File: config.mk
export PLATFORM = sky130hd
export DESIGN_NAME = dma_repeat_channel
export DESIGN_NICKNAME = d
export VERILOG_FILES = /design/src/rtl/dmach_pkg.sv /design/src/rtl/dmach_regs.sv /design/src/rtl/dmach_req_qual.sv /design/src/rtl/dmach_seq.sv /design/src/rtl/dma_repeat_channel.sv
export SDC_FILE = /design/constraint.sdc
export NUM_CORES = 1
export LEC_CHECK = 0
export ABC_CLOCK_PERIOD_IN_PS = 2800
export BUFFER_PORTS_ARGS = -buffer_cell sky130_fd_sc_hd__buf_2
export CAP_MARGIN = 20
export CELL_PAD_IN_SITES_DETAIL_PLACEMENT = 1
export CELL_PAD_IN_SITES_GLOBAL_PLACEMENT = 2
export CORE_MARGIN = 5
export CORE_UTILIZATION = 31
export CTS_CLUSTER_DIAMETER = 100
export DETAILED_ROUTE_END_ITERATION = 10
export GPL_ROUTABILITY_DRIVEN = 0
export PLACE_DENSITY = 0.88
export SLEW_MARGIN = 30
export SYNTH_ARGS = -nofsm -noshare
export SYNTH_HDL_FRONTEND = slang
export SYNTH_HIERARCHICAL = 1
export SYNTH_SLANG_ARGS = --single-unit
File: constraint.sdc
create_clock -name clk -period 2.8 [get_ports clk]
set_clock_uncertainty 0.15 [all_clocks]
set_input_delay 0.7 -clock clk [delete_from_list [all_inputs] [get_ports clk]]
set_output_delay 0.7 -clock clk [all_outputs]
set_load 0.005 [all_outputs]
File: src/rtl/dmach_pkg.sv
package dmach_pkg;

  localparam logic [3:0] SEL_EXT_DUAL    = 4'h0;
  localparam logic [3:0] SEL_EXT_TODEV   = 4'h2;
  localparam logic [3:0] SEL_EXT_FROMDEV = 4'h3;
  localparam logic [3:0] SEL_AUTO        = 4'h4;
  localparam logic [3:0] SEL_PERIPH      = 4'h8;

  localparam logic [2:0] RA_SRC    = 3'd0;
  localparam logic [2:0] RA_DST    = 3'd1;
  localparam logic [2:0] RA_CNT    = 3'd2;
  localparam logic [2:0] RA_RELOAD = 3'd3;
  localparam logic [2:0] RA_CTRL   = 3'd4;

  localparam int CB_DONE = 12;

  typedef struct packed {
    logic [3:0] sel;
    logic [1:0] spare;
    logic       dinc;
    logic       sinc;
    logic       rld_dst;
    logic       rpt;
    logic       ie;
    logic       en;
  } ctrl_t;

  function automatic logic is_ext(input logic [3:0] s);
    return (s == SEL_EXT_DUAL) || (s == SEL_EXT_TODEV) || (s == SEL_EXT_FROMDEV);
  endfunction

  function automatic logic sel_ok(input logic [3:0] s, input logic ext_allowed);
    return (is_ext(s) && ext_allowed) || (s == SEL_AUTO) || (s == SEL_PERIPH);
  endfunction

endpackage

File: src/rtl/dmach_regs.sv
module dmach_regs
  import dmach_pkg::*;
#(
  parameter int AW         = 32,
  parameter int CW         = 16,
  parameter int WORD_BYTES = 4,
  parameter bit EXT_OK     = 1'b1
) (
  input  logic          clk,
  input  logic          rst_n,
  input  logic          cfg_we,
  input  logic [2:0]    cfg_addr,
  input  logic [AW-1:0] cfg_wdata,
  output logic [AW-1:0] cfg_rdata,
  input  logic          hs,
  output logic [AW-1:0] src_q,
  output logic [AW-1:0] dst_q,
  output logic          cnt_nz,
  output ctrl_t         ctrl_q,
  output logic          done_q,
  output logic          aerr_q,
  output logic          irq_q
);

  localparam logic [AW-1:0] STEP = AW'(WORD_BYTES);
  localparam int CTRL_W = $bits(ctrl_t);

  logic [CW-1:0] cnt_q, init_q;
  logic [AW-1:0] reload_q;
  logic          we_src, we_dst, we_cnt, we_rld, we_ctrl;
  logic          last, wrap, finish;
  ctrl_t         ctrl_w;

  assign we_src  = cfg_we && (cfg_addr == RA_SRC);
  assign we_dst  = cfg_we && (cfg_addr == RA_DST);
  assign we_cnt  = cfg_we && (cfg_addr == RA_CNT);
  assign we_rld  = cfg_we && (cfg_addr == RA_RELOAD);
  assign we_ctrl = cfg_we && (cfg_addr == RA_CTRL);
  assign ctrl_w  = ctrl_t'(cfg_wdata[CTRL_W-1:0]);

  assign last   = hs && (cnt_q == CW'(1));
  assign wrap   = last && ctrl_q.rpt;
  assign finish = last && !ctrl_q.rpt;
  assign cnt_nz = (cnt_q != '0);

  always_ff @(posedge clk or negedge rst_n) begin
    if (!rst_n) begin
      src_q    <= '0;
      dst_q    <= '0;
      cnt_q    <= '0;
      init_q   <= '0;
      reload_q <= '0;
      ctrl_q   <= '0;
      done_q   <= 1'b0;
      aerr_q   <= 1'b0;
      irq_q    <= 1'b0;
    end else begin
      // software writes win over the sequencer's update of the same register
      if (we_src)                          src_q <= cfg_wdata;
      else if (wrap && !ctrl_q.rld_dst)    src_q <= reload_q;
      else if (hs && ctrl_q.sinc)          src_q <= src_q + STEP;

      if (we_dst)                          dst_q <= cfg_wdata;
      else if (wrap && ctrl_q.rld_dst)     dst_q <= reload_q;
      else if (hs && ctrl_q.dinc)          dst_q <= dst_q + STEP;

      if (we_cnt)                          cnt_q <= cfg_wdata[CW-1:0];
      else if (wrap)                       cnt_q <= init_q;
      else if (hs)                         cnt_q <= cnt_q - CW'(1);

      if (we_cnt)  init_q   <= cfg_wdata[CW-1:0];
      if (we_rld)  reload_q <= cfg_wdata;
      if (we_ctrl) begin
        ctrl_q <= ctrl_w;
        aerr_q <= !sel_ok(ctrl_w.sel, EXT_OK);
      end

      done_q <= finish || (done_q && !(we_ctrl && !cfg_wdata[CB_DONE]));
      irq_q  <= last && ctrl_q.ie;
    end
  end

  always_comb begin
    unique case (cfg_addr)
      RA_SRC:    cfg_rdata = src_q;
      RA_DST:    cfg_rdata = dst_q;
      RA_CNT:    cfg_rdata = AW'(cnt_q);
      RA_RELOAD: cfg_rdata = reload_q;
      RA_CTRL:   cfg_rdata = AW'({aerr_q, done_q, ctrl_q});
      default:   cfg_rdata = '0;
    endcase
  end

endmodule

File: src/rtl/dmach_req_qual.sv
module dmach_req_qual
  import dmach_pkg::*;
#(
  parameter bit EXT_OK = 1'b1
) (
  input  logic  idle,
  input  ctrl_t ctrl,
  input  logic  master_en,
  input  logic  nmi_flag,
  input  logic  done,
  input  logic  aerr,
  input  logic  cnt_nz,
  input  logic  dreq,
  input  logic  periph_req,
  output logic  go,
  output logic  single,
  output logic  to_dev
);

  logic ext_req, int_req, enabled;

  generate
    if (EXT_OK) begin : g_ext
      assign ext_req = dreq && is_ext(ctrl.sel);
    end else begin : g_no_ext
      assign ext_req = dreq & 1'b0;
    end
  endgenerate

  assign int_req = (ctrl.sel == SEL_AUTO) || ((ctrl.sel == SEL_PERIPH) && periph_req);
  assign enabled = ctrl.en && master_en && !nmi_flag && !done && !aerr && cnt_nz;
  assign go      = idle && enabled && (int_req || ext_req);
  assign single  = (ctrl.sel == SEL_EXT_TODEV) || (ctrl.sel == SEL_EXT_FROMDEV);
  assign to_dev  = (ctrl.sel == SEL_EXT_TODEV);

endmodule

File: src/rtl/dmach_seq.sv
module dmach_seq (
  input  logic clk,
  input  logic rst_n,
  input  logic go,
  input  logic ready,
  output logic busy,
  output logic hs
);

  always_ff @(posedge clk or negedge rst_n) begin
    if (!rst_n)            busy <= 1'b0;
    else if (busy && ready) busy <= 1'b0;
    else if (!busy && go)   busy <= 1'b1;
  end

  assign hs = busy && ready;

endmodule

File: src/rtl/dma_repeat_channel.sv
module dma_repeat_channel
  import dmach_pkg::*;
#(
  parameter int AW         = 32,
  parameter int CW         = 16,
  parameter int WORD_BYTES = 4,
  parameter int CHANNEL_ID = 0
) (
  input  logic          clk,
  input  logic          rst_n,
  input  logic          cfg_we,
  input  logic [2:0]    cfg_addr,
  input  logic [AW-1:0] cfg_wdata,
  output logic [AW-1:0] cfg_rdata,
  input  logic          master_en,
  input  logic          nmi_flag,
  input  logic          dreq,
  input  logic          periph_req,
  output logic          xfer_valid,
  input  logic          xfer_ready,
  output logic [AW-1:0] xfer_src,
  output logic [AW-1:0] xfer_dst,
  output logic          xfer_to_dev,
  output logic          dack,
  output logic          irq
);

  localparam bit EXT_OK = (CHANNEL_ID == 0);

  ctrl_t ctrl_q;
  logic  done_q, aerr_q, cnt_nz, busy, hs, go, single;

  dmach_regs #(
    .AW(AW), .CW(CW), .WORD_BYTES(WORD_BYTES), .EXT_OK(EXT_OK)
  ) regs_i (
    .clk(clk), .rst_n(rst_n),
    .cfg_we(cfg_we), .cfg_addr(cfg_addr), .cfg_wdata(cfg_wdata), .cfg_rdata(cfg_rdata),
    .hs(hs), .src_q(xfer_src), .dst_q(xfer_dst), .cnt_nz(cnt_nz),
    .ctrl_q(ctrl_q), .done_q(done_q), .aerr_q(aerr_q), .irq_q(irq)
  );

  dmach_req_qual #(.EXT_OK(EXT_OK)) qual_i (
    .idle(!busy), .ctrl(ctrl_q), .master_en(master_en), .nmi_flag(nmi_flag),
    .done(done_q), .aerr(aerr_q), .cnt_nz(cnt_nz), .dreq(dreq), .periph_req(periph_req),
    .go(go), .single(single), .to_dev(xfer_to_dev)
  );

  dmach_seq seq_i (
    .clk(clk), .rst_n(rst_n), .go(go), .ready(xfer_ready), .busy(busy), .hs(hs)
  );

  assign xfer_valid = busy;
  assign dack       = busy && single;

endmodule

# Word-level counts from Yosys, hierarchy flattened
# Index checks and enable logic that the tools add are counted.
[word_totals]
regBits = 144
inputBits = 43
out_inout_bits = 100
wordCells = 99
[classes]
n_addsub = 3
n_eq_ne = 13
mux = 12
reduce_logical = 54
[op_table]
columns = ["op", "n"]
rows = [
  ["$mux 32", 6],
  ["$pmux 32 s5", 1],
  ["$add 32x3->32 const B", 2],
  ["$mux 16", 3],
  ["$logic_and 1x1->1", 27],
  ["$eq 16x1->1 const B", 1],
  ["$eq 4x2->1 const B", 4],
  ["$reduce_bool 16->1", 1],
  ["$sub 16x1->16 const B", 1],
  ["$logic_or 1x1->1", 10],
  ["$logic_not 1->1", 9],
  ["$reduce_bool 3->1", 3],
  ["$eq 4x3->1 const B", 2],
  ["$eq 4x4->1 const B", 2],
  ["$logic_not 4->1", 2],
  ["$eq 3x2->1 const B", 2],
  ["$eq 3x1->1 const B", 1],
  ["$eq 3x3->1 const B", 1],
  ["$logic_not 3->1", 1],
  ["$mux 1", 2],
  ["$reduce_bool 2->1", 1],
]

# Longest topological paths before layout
# Gate-level depths: netlist of the first run.
[depth]
depth_word = 10
depth_mapped = 10
mapped_depth_nobuf = 9

# Cells and area by module
# Netlist of the first run, hierarchy kept.
[modules_own_cells]
columns = ["module", "n_inst", "cells_each", "area_each_um2", "seq_area_each_um2"]
rows = [
  ["dmach_regs", 1, 1027, 8953.6, 3578.4],
  ["dmach_req_qual", 1, 10, 71.3, 0.0],
  ["dmach_seq", 1, 4, 46.3, 25.0],
  ["dma_repeat_channel", 1, 2, 10.0, 0.0],
]

# Worst setup path after synthesis of the first run
# No wires, ideal clock.
[synth_path]
kind = "input to output"
startpoint = "in cfg_addr[1]"
endpoint = "out cfg_rdata[14]"
t_arrival_ns = 2.173
t_required_ns = 1.950
path_slack_ns = -0.223
stages = 5
path_buffers = 3
cell_sequence = "clkbuf_1 buf_1 buf_1 mux4_2 nor2b_1"
[synth_between]
elab_chain_len = 2
elab_cells_between_ends = 6
cone_classes = "eq/ne: 4; mux: 1; reduce/logical: 1"
[synth_rtl]
columns = ["item", "line", "rtl"]
rows = [
  ["start, declared", "dma_repeat_channel.sv:12", "input logic [2:0] cfg_addr,"],
  ["$eq 3x3->1 (tied with other cells)", "dmach_regs.sv:84", "unique case (cfg_addr)"],
  ["$pmux 32 s5 *", "dmach_regs.sv:84", ""],
  ["end, declared", "dma_repeat_channel.sv:14", "output logic [AW-1:0] cfg_rdata,"],
]
# Every way passes the cells marked *; elsewhere a longest branch is shown, timed or not.

# Final worst setup path of the first run
[layout_path]
startpoint = "in cfg_addr[1]"
endpoint = "out cfg_rdata[8]"
# The elaborated chain is that of the path after synthesis.

==> flow_summary.html, run 1 <==
<table>
<tr><th>Metric</th><th>Value</th></tr>
<tr><th colspan="2">Route</th></tr>
<tr><td>Antenna Nets Post-Route</td><td>0</td></tr>
<tr><td>Post-detailed-route wirelength per cell</td><td>25.1 um</td></tr>
<tr><td>DRC violations left</td><td>0</td></tr>
<tr><td>Number of vias per cell after detailed routing</td><td>between 5 and 6</td></tr>
<tr><td>DRC violation total after the first TritonRoute iteration</td><td>963</td></tr>
<tr><td>First-pass iteration count of the detailed router</td><td>8</td></tr>
<tr><td>Vias</td><td>~10000</td></tr>
<tr><td>Aggregate routed wire length</td><td>41.7 mm</td></tr>
<tr><th colspan="2">Clocking</th></tr>
<tr><td>CTS tree</td><td>done</td></tr>
<tr><td>Num CTS Buffers</td><td>17</td></tr>
<tr><td>Sinks on Clock Net</td><td>144</td></tr>
<tr><td>Clock slew at reported path FFs</td><td>~70 ps</td></tr>
<tr><td>CTS H-tree lvls</td><td>4</td></tr>
<tr><td>Post-CTS Hold Fix Bufs</td><td>0</td></tr>
<tr><td>CTS root buffer</td><td>sky130_fd_sc_hd__clkbuf_16</td></tr>
<tr><td>Worst-skew pair later-pin latency</td><td>around 430 ps</td></tr>
<tr><td>Max Buffers Root-to-Sink</td><td>2</td></tr>
<tr><th colspan="2">Synth</th></tr>
<tr><td>Cell Area, Synth</td><td>9080 um^2</td></tr>
<tr><td>Sequential element share of the synthesized area</td><td>about 40%</td></tr>
<tr><td>Yosys warnings</td><td>6</td></tr>
<tr><td>Synth async-reset ratio</td><td>100%</td></tr>
<tr><td>Number of flip-flops and latches in the synthesized netlist</td><td>144</td></tr>
<tr><td>Post-Synthesis Mean Instance Area</td><td>8.71 um^2</td></tr>
<tr><td>Distinct cell type count of the synthesized netlist</td><td>70</td></tr>
<tr><td>Number of instances in the synthesized netlist</td><td>1043</td></tr>
<tr><td>Predominant post-synthesis flop cell</td><td>sky130_fd_sc_hd__dfrtp_1</td></tr>
<tr><td>Number of flops mapped to enable cells by yosys</td><td>0</td></tr>
<tr><td>Nets in the synthesized netlist</td><td>1090</td></tr>
<tr><th colspan="2">Placed design</th></tr>
<tr><td>Cell area after placement</td><td>approximately 11000 um^2</td></tr>
<tr><td>Port Buffers</td><td>142</td></tr>
<tr><td>DP Worst Slack</td><td>-354 ps</td></tr>
<tr><td>HPWL Detailed</td><td>30.7 mm</td></tr>
<tr><td>Cell count after placement</td><td>around 1600</td></tr>
<tr><th colspan="2">Final layout</th></tr>
<tr><td>Finished Cell Area</td><td>11800 um^2</td></tr>
<tr><td>Final core utilization</td><td>41.1%</td></tr>
<tr><td>Count of placed standard cells in the final layout, fillers left out</td><td>around 1700</td></tr>
<tr><td>Count of antenna diodes in the layout</td><td>0</td></tr>
<tr><td>Sequential cell area</td><td>~3600 um^2</td></tr>
<tr><td>Fraction of layout cells with a size suffix above 1</td><td>31.5%</td></tr>
<tr><td>Area of the multi-input gates</td><td>5250 um^2</td></tr>
<tr><td>Area grow syn2layout</td><td>30.3%</td></tr>
<tr><td>Final-stage net count</td><td>roughly 1300</td></tr>
<tr><td>Number of fillers in the final layout</td><td>about 3400</td></tr>
<tr><th colspan="2">Setup path</th></tr>
<tr><td>Worst R2R Start</td><td>regs_i/cnt_q[4]</td></tr>
<tr><td>Nature of the critical path startpoint</td><td>primary input</td></tr>
<tr><td>Launch point of the worst path</td><td>cfg_addr[1]</td></tr>
<tr><td>Most common cell on crit path</td><td>sky130_fd_sc_hd__buf_12</td></tr>
<tr><td>Terminus of the critical flop-to-flop path</td><td>regs_i/cnt_q[10]</td></tr>
<tr><td>Largest fanout on the critical path</td><td>9</td></tr>
<tr><td>Critical path endpoint category</td><td>output port</td></tr>
<tr><td>Arrival time of the worst setup path</td><td>1980 ps</td></tr>
<tr><td>Worst setup path category</td><td>in -&gt; out</td></tr>
<tr><td>Cell count of the worst reg-to-reg path</td><td>7</td></tr>
<tr><td>Library cell contributing the largest single delay on the critical path</td><td>sky130_fd_sc_hd__mux2i_1</td></tr>
<tr><td>Register-to-Register Setup Slack</td><td>80 ps</td></tr>
<tr><td>Required time reported for the critical path endpoint</td><td>1950 ps</td></tr>
<tr><td>Slowest cell delay on critical path</td><td>330 ps</td></tr>
<tr><td>Worst-path cell chain</td><td>buf_6 -&gt; buf_12 -&gt; buf_12 -&gt; mux2i_1 -&gt; nor2_1 -&gt; a21oi_1 -&gt; o22ai_1 -&gt; buf_2</td></tr>
<tr><th colspan="2">Floorplan</th></tr>
<tr><td>Die height</td><td>roughly 180 um</td></tr>
<tr><td>Initial core utilization</td><td>31.6%</td></tr>
<tr><td>Number of placed I/O pins</td><td>about 140</td></tr>
<tr><td>Die span in x</td><td>181 um</td></tr>
<tr><td># rows</td><td>62</td></tr>
<tr><td>Core Footprint</td><td>28800 um^2</td></tr>
<tr><td>Die ar.</td><td>32800 um^2</td></tr>
<tr><th colspan="2">Timing</th></tr>
<tr><td>Fmax</td><td>between 300 and 400 MHz</td></tr>
<tr><td>Final Hold Violating Endpoints</td><td>0</td></tr>
<tr><td>Crit share post-route</td><td>101%</td></tr>
<tr><td>Transition time at the pin with the least slew margin</td><td>a little over 700 ps</td></tr>
<tr><td>Relative slew margins</td><td>between 50 and 60%</td></tr>
<tr><td>Setup repair after global routing missed its margin</td><td>yes</td></tr>
<tr><td>Count of final max-slew check failures</td><td>0</td></tr>
<tr><td>Hold WS</td><td>about 70 ps</td></tr>
<tr><td>Final WS setup</td><td>-28.1 ps</td></tr>
<tr><td>Time the final worst path needs with I/O delays and setup</td><td>2830 ps</td></tr>
<tr><td>Setup violators final</td><td>1</td></tr>
<tr><th colspan="2">Global route</th></tr>
<tr><td>Remaining global-route overflow</td><td>0</td></tr>
<tr><td>Pin count of the biggest net entering global routing</td><td>51</td></tr>
<tr><td>Global-route wire length before repair</td><td>63.4 mm</td></tr>
<tr><td>Via count of the first global-routing pass</td><td>10200</td></tr>
<tr><td>Total track usage</td><td>approximately a quarter</td></tr>
<tr><td>Initial antenna violation count</td><td>1</td></tr>
<tr><th colspan="2">Power</th></tr>
<tr><td>Worst IR drop on VDD</td><td>approximately 420 uV</td></tr>
<tr><td>Static Leakage</td><td>5.19 nW</td></tr>
<tr><td>Pwr Density</td><td>721 nW/um^2</td></tr>
<tr><th colspan="2">Worst hold path</th></tr>
<tr><td>Type of the tightest min-delay check</td><td>in -&gt; async</td></tr>
<tr><th colspan="2">Run status</th></tr>
<tr><td>Violations in the final reports</td><td>negative setup slack</td></tr>
<tr><td>Run status</td><td>finished, violations left</td></tr>
<tr><th colspan="2">Run</th></tr>
<tr><td>Number of maximum-capacitance violations</td><td>0</td></tr>
</table>
## area by class of cell
cell class	instances	share of cell area [%]
timing repair buffer	273	15.4
tap	384	4.06
sequential	144	30.4
clock buffer	18	3.63
inverter	13	0.412
multi-input combinational	813	44.3
clock inverter	14	1.73
## cell usage after synthesis (4+ instances only)
| cell | instances | area (um^2) |
|---|---|---|
| sky130_fd_sc_hd__ha_1 | 4 | 50.1 |
| sky130_fd_sc_hd__mux2i_1 | 35 | 350 |
| sky130_fd_sc_hd__and2_1 | 6 | 37.5 |
| sky130_fd_sc_hd__o221a_2 | 6 | 67.6 |
| sky130_fd_sc_hd__a21oi_1 | 54 | 270 |
| sky130_fd_sc_hd__o22ai_1 | 23 | 144 |
| sky130_fd_sc_hd__xnor2_1 | 36 | 315 |
| sky130_fd_sc_hd__nor2b_1 | 6 | 37.5 |
| sky130_fd_sc_hd__clkbuf_1 | 57 | 214 |
| sky130_fd_sc_hd__or3_1 | 13 | 81.3 |
| sky130_fd_sc_hd__xor2_1 | 18 | 158 |
| sky130_fd_sc_hd__and3_1 | 11 | 68.8 |
| sky130_fd_sc_hd__nand2_1 | 142 | 533 |
| sky130_fd_sc_hd__inv_1 | 12 | 45.0 |
| sky130_fd_sc_hd__a31oi_1 | 10 | 62.6 |
| sky130_fd_sc_hd__nand2b_1 | 7 | 43.8 |
| sky130_fd_sc_hd__buf_2 | 7 | 35.0 |
| sky130_fd_sc_hd__nand4_1 | 21 | 131 |
| sky130_fd_sc_hd__buf_1 | 8 | 30.0 |
| sky130_fd_sc_hd__a221o_1 | 7 | 70.1 |
| sky130_fd_sc_hd__a21o_1 | 5 | 37.5 |
| sky130_fd_sc_hd__o21ai_0 | 83 | 415 |
| sky130_fd_sc_hd__nor3_1 | 33 | 165 |
| sky130_fd_sc_hd__a22oi_1 | 23 | 173 |
| sky130_fd_sc_hd__o211ai_1 | 8 | 60.1 |
| sky130_fd_sc_hd__nor2_1 | 92 | 345 |
| sky130_fd_sc_hd__a211oi_1 | 6 | 45.0 |
| sky130_fd_sc_hd__mux2_2 | 61 | 687 |
| sky130_fd_sc_hd__nor4_1 | 11 | 68.8 |
| sky130_fd_sc_hd__nand3_1 | 35 | 175 |
| sky130_fd_sc_hd__dfrtp_1 | 144 | 3600 |
## registers in the layout (all words and copies together), names as in the netlist, 12 cells and up
signal / flops
regs_i/dst_q: 32
regs_i/reload_q: 32
regs_i/src_q: 32
regs_i/cnt_q: 16
regs_i/init_q: 16
regs_i/ctrl_q: 12
## repair_timing
| item | in CTS | in global routing |
|---|---|---|
| gates resized for setup | 5 | 13 |
| pin swaps | 0 | 0 |
| setup endpoints to repair | 19 | 23 |
| buffers inserted | 0 | 0 |
## cell usage in the layout (no fill, tap or decap), drive strengths merged, types with 7 or more instances in the layout
master | synthesis | routed
clkbuf | 57 | 18
nand4 | 23 | 23
xor2 | 18 | 18
mux2i | 35 | 35
buf | 16 | 273
mux2 | 61 | 61
and2 | 7 | 7
nor2 | 92 | 92
nor3 | 34 | 34
or3 | 15 | 15
a221o | 7 | 7
nand3 | 36 | 36
xnor2 | 36 | 36
o22ai | 23 | 23
and3 | 12 | 12
nand2 | 142 | 142
nand2b | 7 | 7
nor4 | 11 | 11
inv | 12 | 16
dfrtp | 144 | 144
o211ai | 8 | 8
a22oi | 23 | 23
a21oi | 54 | 54
a31oi | 10 | 10
o21ai | 84 | 84
## report_power, final
group          switching (mW)  internal, mW
sequential              0.726          2.55
combinational            1.45          1.28
clock                    1.01          1.51
## worst max path at each step
stage | end | slack, ps | cells past startpoint
after floorplan | cfg_rdata[0] | 40 | 5
after global placement | regs_i/src_q[27] | -310 | 8
after detailed placement | regs_i/src_q[31] | -350 | 10
after CTS | regs_i/src_q[31] | 3 | 8
after global routing | cfg_rdata[8] | -40 | 8
final | cfg_rdata[8] | -30 | 8
## stage by stage
stage	setup TNS [ps]	total power, mW
after detailed placement	-14480	5.91
after global placement	-10870	5.81
after CTS	0	8.48
after global routing	-40.2	8.91
final	-28.1	8.54
after floorplan	0	4.38
## critical path, delay by kind of cell
kind,cells,cell delay [ps]
buf+inv,4,600
simple gates,1,80
compound gates,2,240
mux,1,330
## kinds of logic (layout without fill, tap and decap cells)
family / count (synthesis) / in the layout / share of synthesized area (%)
buffers and inverters: 86 / 318 / 3.73
XOR/XNOR: 54 / 54 / 5.21
multiplexers: 98 / 98 / 11.9
adder cells (fa/ha/maj): 4 / 4 / 0.551
AO/OA/AOI/OAI: 252 / 252 / 17.4
flip-flops: 144 / 144 / 39.7
AND/OR/NAND/NOR: 405 / 405 / 21.5
## per-layer routing
metal | GRT usage [%] | share of wire [%] | vias to the layer above
met5 | 0 | 0 | -
met3 | 4.95 | 7.4 | 80
met2 | 38.8 | 47 | 453
li1 | - | - | 4233
met4 | 8.53 | 2.9 | 0
met1 | 33.8 | 43 | 4948
No activity file was read; power rests on OpenSTA's default activity.
==> inputs of run 2 (changes only) <==
--- a/config.mk
+++ b/config.mk
@@ -21,3 +21,4 @@
 export SYNTH_HDL_FRONTEND = slang
 export SYNTH_HIERARCHICAL = 1
 export SYNTH_SLANG_ARGS = --single-unit
+export TNS_END_PERCENT = 10
==> flow_summary.html, run 2 (same netlist as run 1, synthesis figures left out) <==
<table>
<tr><th>Metric</th><th>Value</th></tr>
<tr><th colspan="2">Timing</th></tr>
<tr><td>Time the final worst path needs with I/O delays and setup</td><td>approximately 2800 ps</td></tr>
<tr><td>Relative slew margins</td><td>52.4%</td></tr>
<tr><td>Transition time at the pin with the least slew margin</td><td>around 710 ps</td></tr>
<tr><td>Fmax</td><td>361 MHz</td></tr>
<tr><td>Count of final max-slew check failures</td><td>0</td></tr>
<tr><td>Setup violators final</td><td>0</td></tr>
<tr><td>Setup repair after global routing missed its margin</td><td>no</td></tr>
<tr><td>Crit share post-route</td><td>98.8%</td></tr>
<tr><td>Final Hold Violating Endpoints</td><td>0</td></tr>
<tr><th colspan="2">Power</th></tr>
<tr><td>Static Leakage</td><td>5.14 nW</td></tr>
<tr><td>Worst IR drop on VDD</td><td>324 uV</td></tr>
<tr><td>Pwr Density</td><td>710 nW/um^2</td></tr>
<tr><td>Final total power</td><td>8.31 mW</td></tr>
<tr><th colspan="2">Clocking</th></tr>
<tr><td>Number of setup buffers added after CTS</td><td>0</td></tr>
<tr><td>CTS H-tree lvls</td><td>4</td></tr>
<tr><td>Worst-skew pair later-pin latency</td><td>430 ps</td></tr>
<tr><td>Clock slew at reported path FFs</td><td>approximately 70 ps</td></tr>
<tr><td>Sinks on Clock Net</td><td>144</td></tr>
<tr><td>Max Buffers Root-to-Sink</td><td>2</td></tr>
<tr><td>Num CTS Buffers</td><td>17</td></tr>
<tr><td>CTS root buffer</td><td>sky130_fd_sc_hd__clkbuf_16</td></tr>
<tr><td>Post-CTS Hold Fix Bufs</td><td>0</td></tr>
<tr><td>CTS tree</td><td>done</td></tr>
<tr><th colspan="2">Global route</th></tr>
<tr><td>Total track usage</td><td>between 20% and 30%</td></tr>
<tr><td>Initial antenna violation count</td><td>0</td></tr>
<tr><td>Via count of the first global-routing pass</td><td>just under 10000</td></tr>
<tr><td>Global-route wire length before repair</td><td>~60 mm</td></tr>
<tr><td>Remaining global-route overflow</td><td>0</td></tr>
<tr><td>Met3 track utilization from global routing</td><td>4.46%</td></tr>
<tr><td>Layer with the highest usage after global routing</td><td>met2</td></tr>
<tr><td>Pin count of the biggest net entering global routing</td><td>50</td></tr>
<tr><td>Global routing met1 resource utilization</td><td>32.9%</td></tr>
<tr><td>Met2 Resource Use GR</td><td>37.5%</td></tr>
<tr><th colspan="2">Setup path</th></tr>
<tr><td>Terminus of the critical flop-to-flop path</td><td>regs_i/dst_q[10]</td></tr>
<tr><td>Slowest cell delay on critical path</td><td>260 ps</td></tr>
<tr><td>Worst setup path category</td><td>in -&gt; out</td></tr>
<tr><td>Critical path endpoint category</td><td>output port</td></tr>
<tr><td>Worst R2R Start</td><td>regs_i/cnt_q[1]</td></tr>
<tr><td>Library cell contributing the largest single delay on the critical path</td><td>sky130_fd_sc_hd__a21oi_1</td></tr>
<tr><td>Largest fanout on the critical path</td><td>17</td></tr>
<tr><td>Worst-path cell chain</td><td>clkbuf_4 -&gt; buf_12 -&gt; nor2b_1 -&gt; buf_4 -&gt; a21oi_1 -&gt; o22ai_2 -&gt; buf_2</td></tr>
<tr><td>Required time reported for the critical path endpoint</td><td>1950 ps</td></tr>
<tr><td>Arrival time of the worst setup path</td><td>1920 ps</td></tr>
<tr><td>Register-to-Register Setup Slack</td><td>roughly 110 ps</td></tr>
<tr><td>Nature of the critical path startpoint</td><td>primary input</td></tr>
<tr><td>Cell count of the worst reg-to-reg path</td><td>11</td></tr>
<tr><th colspan="2">Final layout</th></tr>
<tr><td>Most common cell after layout, fill and taps aside</td><td>sky130_fd_sc_hd__dfrtp_1</td></tr>
<tr><td>Area grow syn2layout</td><td>28.9%</td></tr>
<tr><td>Fraction of layout cells with a size suffix above 1</td><td>31.1%</td></tr>
<tr><td>Leading cell types in the layout, fill and taps excluded</td><td>sky130_fd_sc_hd__dfrtp_1, sky130_fd_sc_hd__nand2_1, sky130_fd_sc_hd__buf_2</td></tr>
<tr><td>Largest registers ranked by flip-flop count</td><td>regs_i/dst_q (32), regs_i/reload_q (32), regs_i/src_q (32)</td></tr>
<tr><td>Final-stage net count</td><td>1302</td></tr>
<tr><td>Number of fillers in the final layout</td><td>3341</td></tr>
<tr><td>Finished Cell Area</td><td>approximately 12000 um^2</td></tr>
<tr><th colspan="2">Placed design</th></tr>
<tr><td>Port Buffers</td><td>142</td></tr>
<tr><td>Cell area after placement</td><td>11000 um^2</td></tr>
<tr><td>HPWL Detailed</td><td>30.4 mm</td></tr>
<tr><th colspan="2">Floorplan</th></tr>
<tr><td>Die height</td><td>181 um</td></tr>
<tr><td># rows</td><td>62</td></tr>
<tr><td>Die ar.</td><td>32800 um^2</td></tr>
<tr><td>Initial core utilization</td><td>31.6%</td></tr>
<tr><td>Die span in x</td><td>181 um</td></tr>
<tr><td>Number of placed I/O pins</td><td>143</td></tr>
<tr><td>Core Footprint</td><td>between 20000 and 30000 um^2</td></tr>
<tr><th colspan="2">Route</th></tr>
<tr><td>Antenna Nets Post-Route</td><td>0</td></tr>
<tr><td>Post-detailed-route wirelength per cell</td><td>24.5 um</td></tr>
<tr><td>Aggregate routed wire length</td><td>40.5 mm</td></tr>
<tr><td>Vias</td><td>9619</td></tr>
<tr><td>DRC violations left</td><td>0</td></tr>
<tr><td>DRC violation total after the first TritonRoute iteration</td><td>965</td></tr>
<tr><td>First-pass iteration count of the detailed router</td><td>6</td></tr>
<tr><td>Number of vias per cell after detailed routing</td><td>5.82</td></tr>
<tr><th colspan="2">Run</th></tr>
<tr><td>Number of maximum-capacitance violations</td><td>0</td></tr>
<tr><th colspan="2">Run status</th></tr>
<tr><td>Run status</td><td>completed</td></tr>
<tr><th colspan="2">Worst hold path</th></tr>
<tr><td>Type of the tightest min-delay check</td><td>in -&gt; async</td></tr>
</table>
[run 2: repair_timing]
| action | in CTS | in global routing |
|---|---|---|
| endpoints found under the hold margin | 0 | 0 |
| setup endpoints to repair | 2 | 23 |
| gates resized for setup | 2 | 11 |
| pin swaps | 0 | 0 |
[run 2: worst max-delay path, delay by kind of cell]
| family | cells | cell delay (ps) |
|---|---|---|
| buf+inv | 4 | 710 |
| compound gates | 2 | 420 |
| simple gates | 1 | 70 |
[run 2: metrics by stage]
stage	std cells	worst slack (ps)	TNS (ps)	hold slack, ps	utilization, %
floorplan	1043	-47.6	-188	254	-
global placement	1620	-279	-3480	305	38.3
detailed placement	1620	-187	-5770	312	38.4
CTS	1652	10.3	0	50.2	40.5
global route	1652	3.15	0	49.4	40.6
finish	1653	33.1	0	31.5	40.7
[run 2: routing by layer]
| metal | wire length (um) | up-vias |
|---|---|---|
| li1 | - | 4224 |
| met1 | 17600 | 4895 |
| met2 | 18500 | 409 |
| met3 | 2830 | 91 |
| met4 | 1540 | 0 |
| met5 | 0 | - |
[run 2: power breakdown]
group	switching (mW)	internal, mW	leakage [nW]	total, mW
Sequential	0.722	2.55	1.74	3.28
Clock	0.976	1.43	0.297	2.40
Combinational	1.40	1.23	3.10	2.63
Total	3.10	5.21	5.14	8.31
[run 2: final cells by class]
type | instances | area, um^2 | area share (%)
multi-input combinational | 813 | 5220 | 44.6
sequential | 144 | 3600 | 30.8
timing repair buffer | 266 | 1740 | 14.9
tap | 384 | 480 | 4.11
clock buffer | 19 | 443 | 3.79
clock inverter | 13 | 161 | 1.38
inverter | 13 | 48.8 | 0.417
antenna | 1 | 2.50 | 0.0214
[run 2: worst max-delay path by stage]
stage | to | depth (start not counted) | slack (ps) | from
6_report | cfg_rdata[2] | 7 | 30 | cfg_addr[1]
5_1_grt | regs_i/cnt_q[2] | 10 | 3 | regs_i/cnt_q[1]
4_1_cts | cfg_rdata[4] | 7 | 10 | cfg_addr[1]
3_5_place_dp | regs_i/cnt_q[13] | 9 | -190 | xfer_ready
3_3_place_gp | regs_i/src_q[27] | 8 | -280 | xfer_ready
2_1_floorplan | cfg_rdata[2] | 7 | -50 | cfg_addr[1]
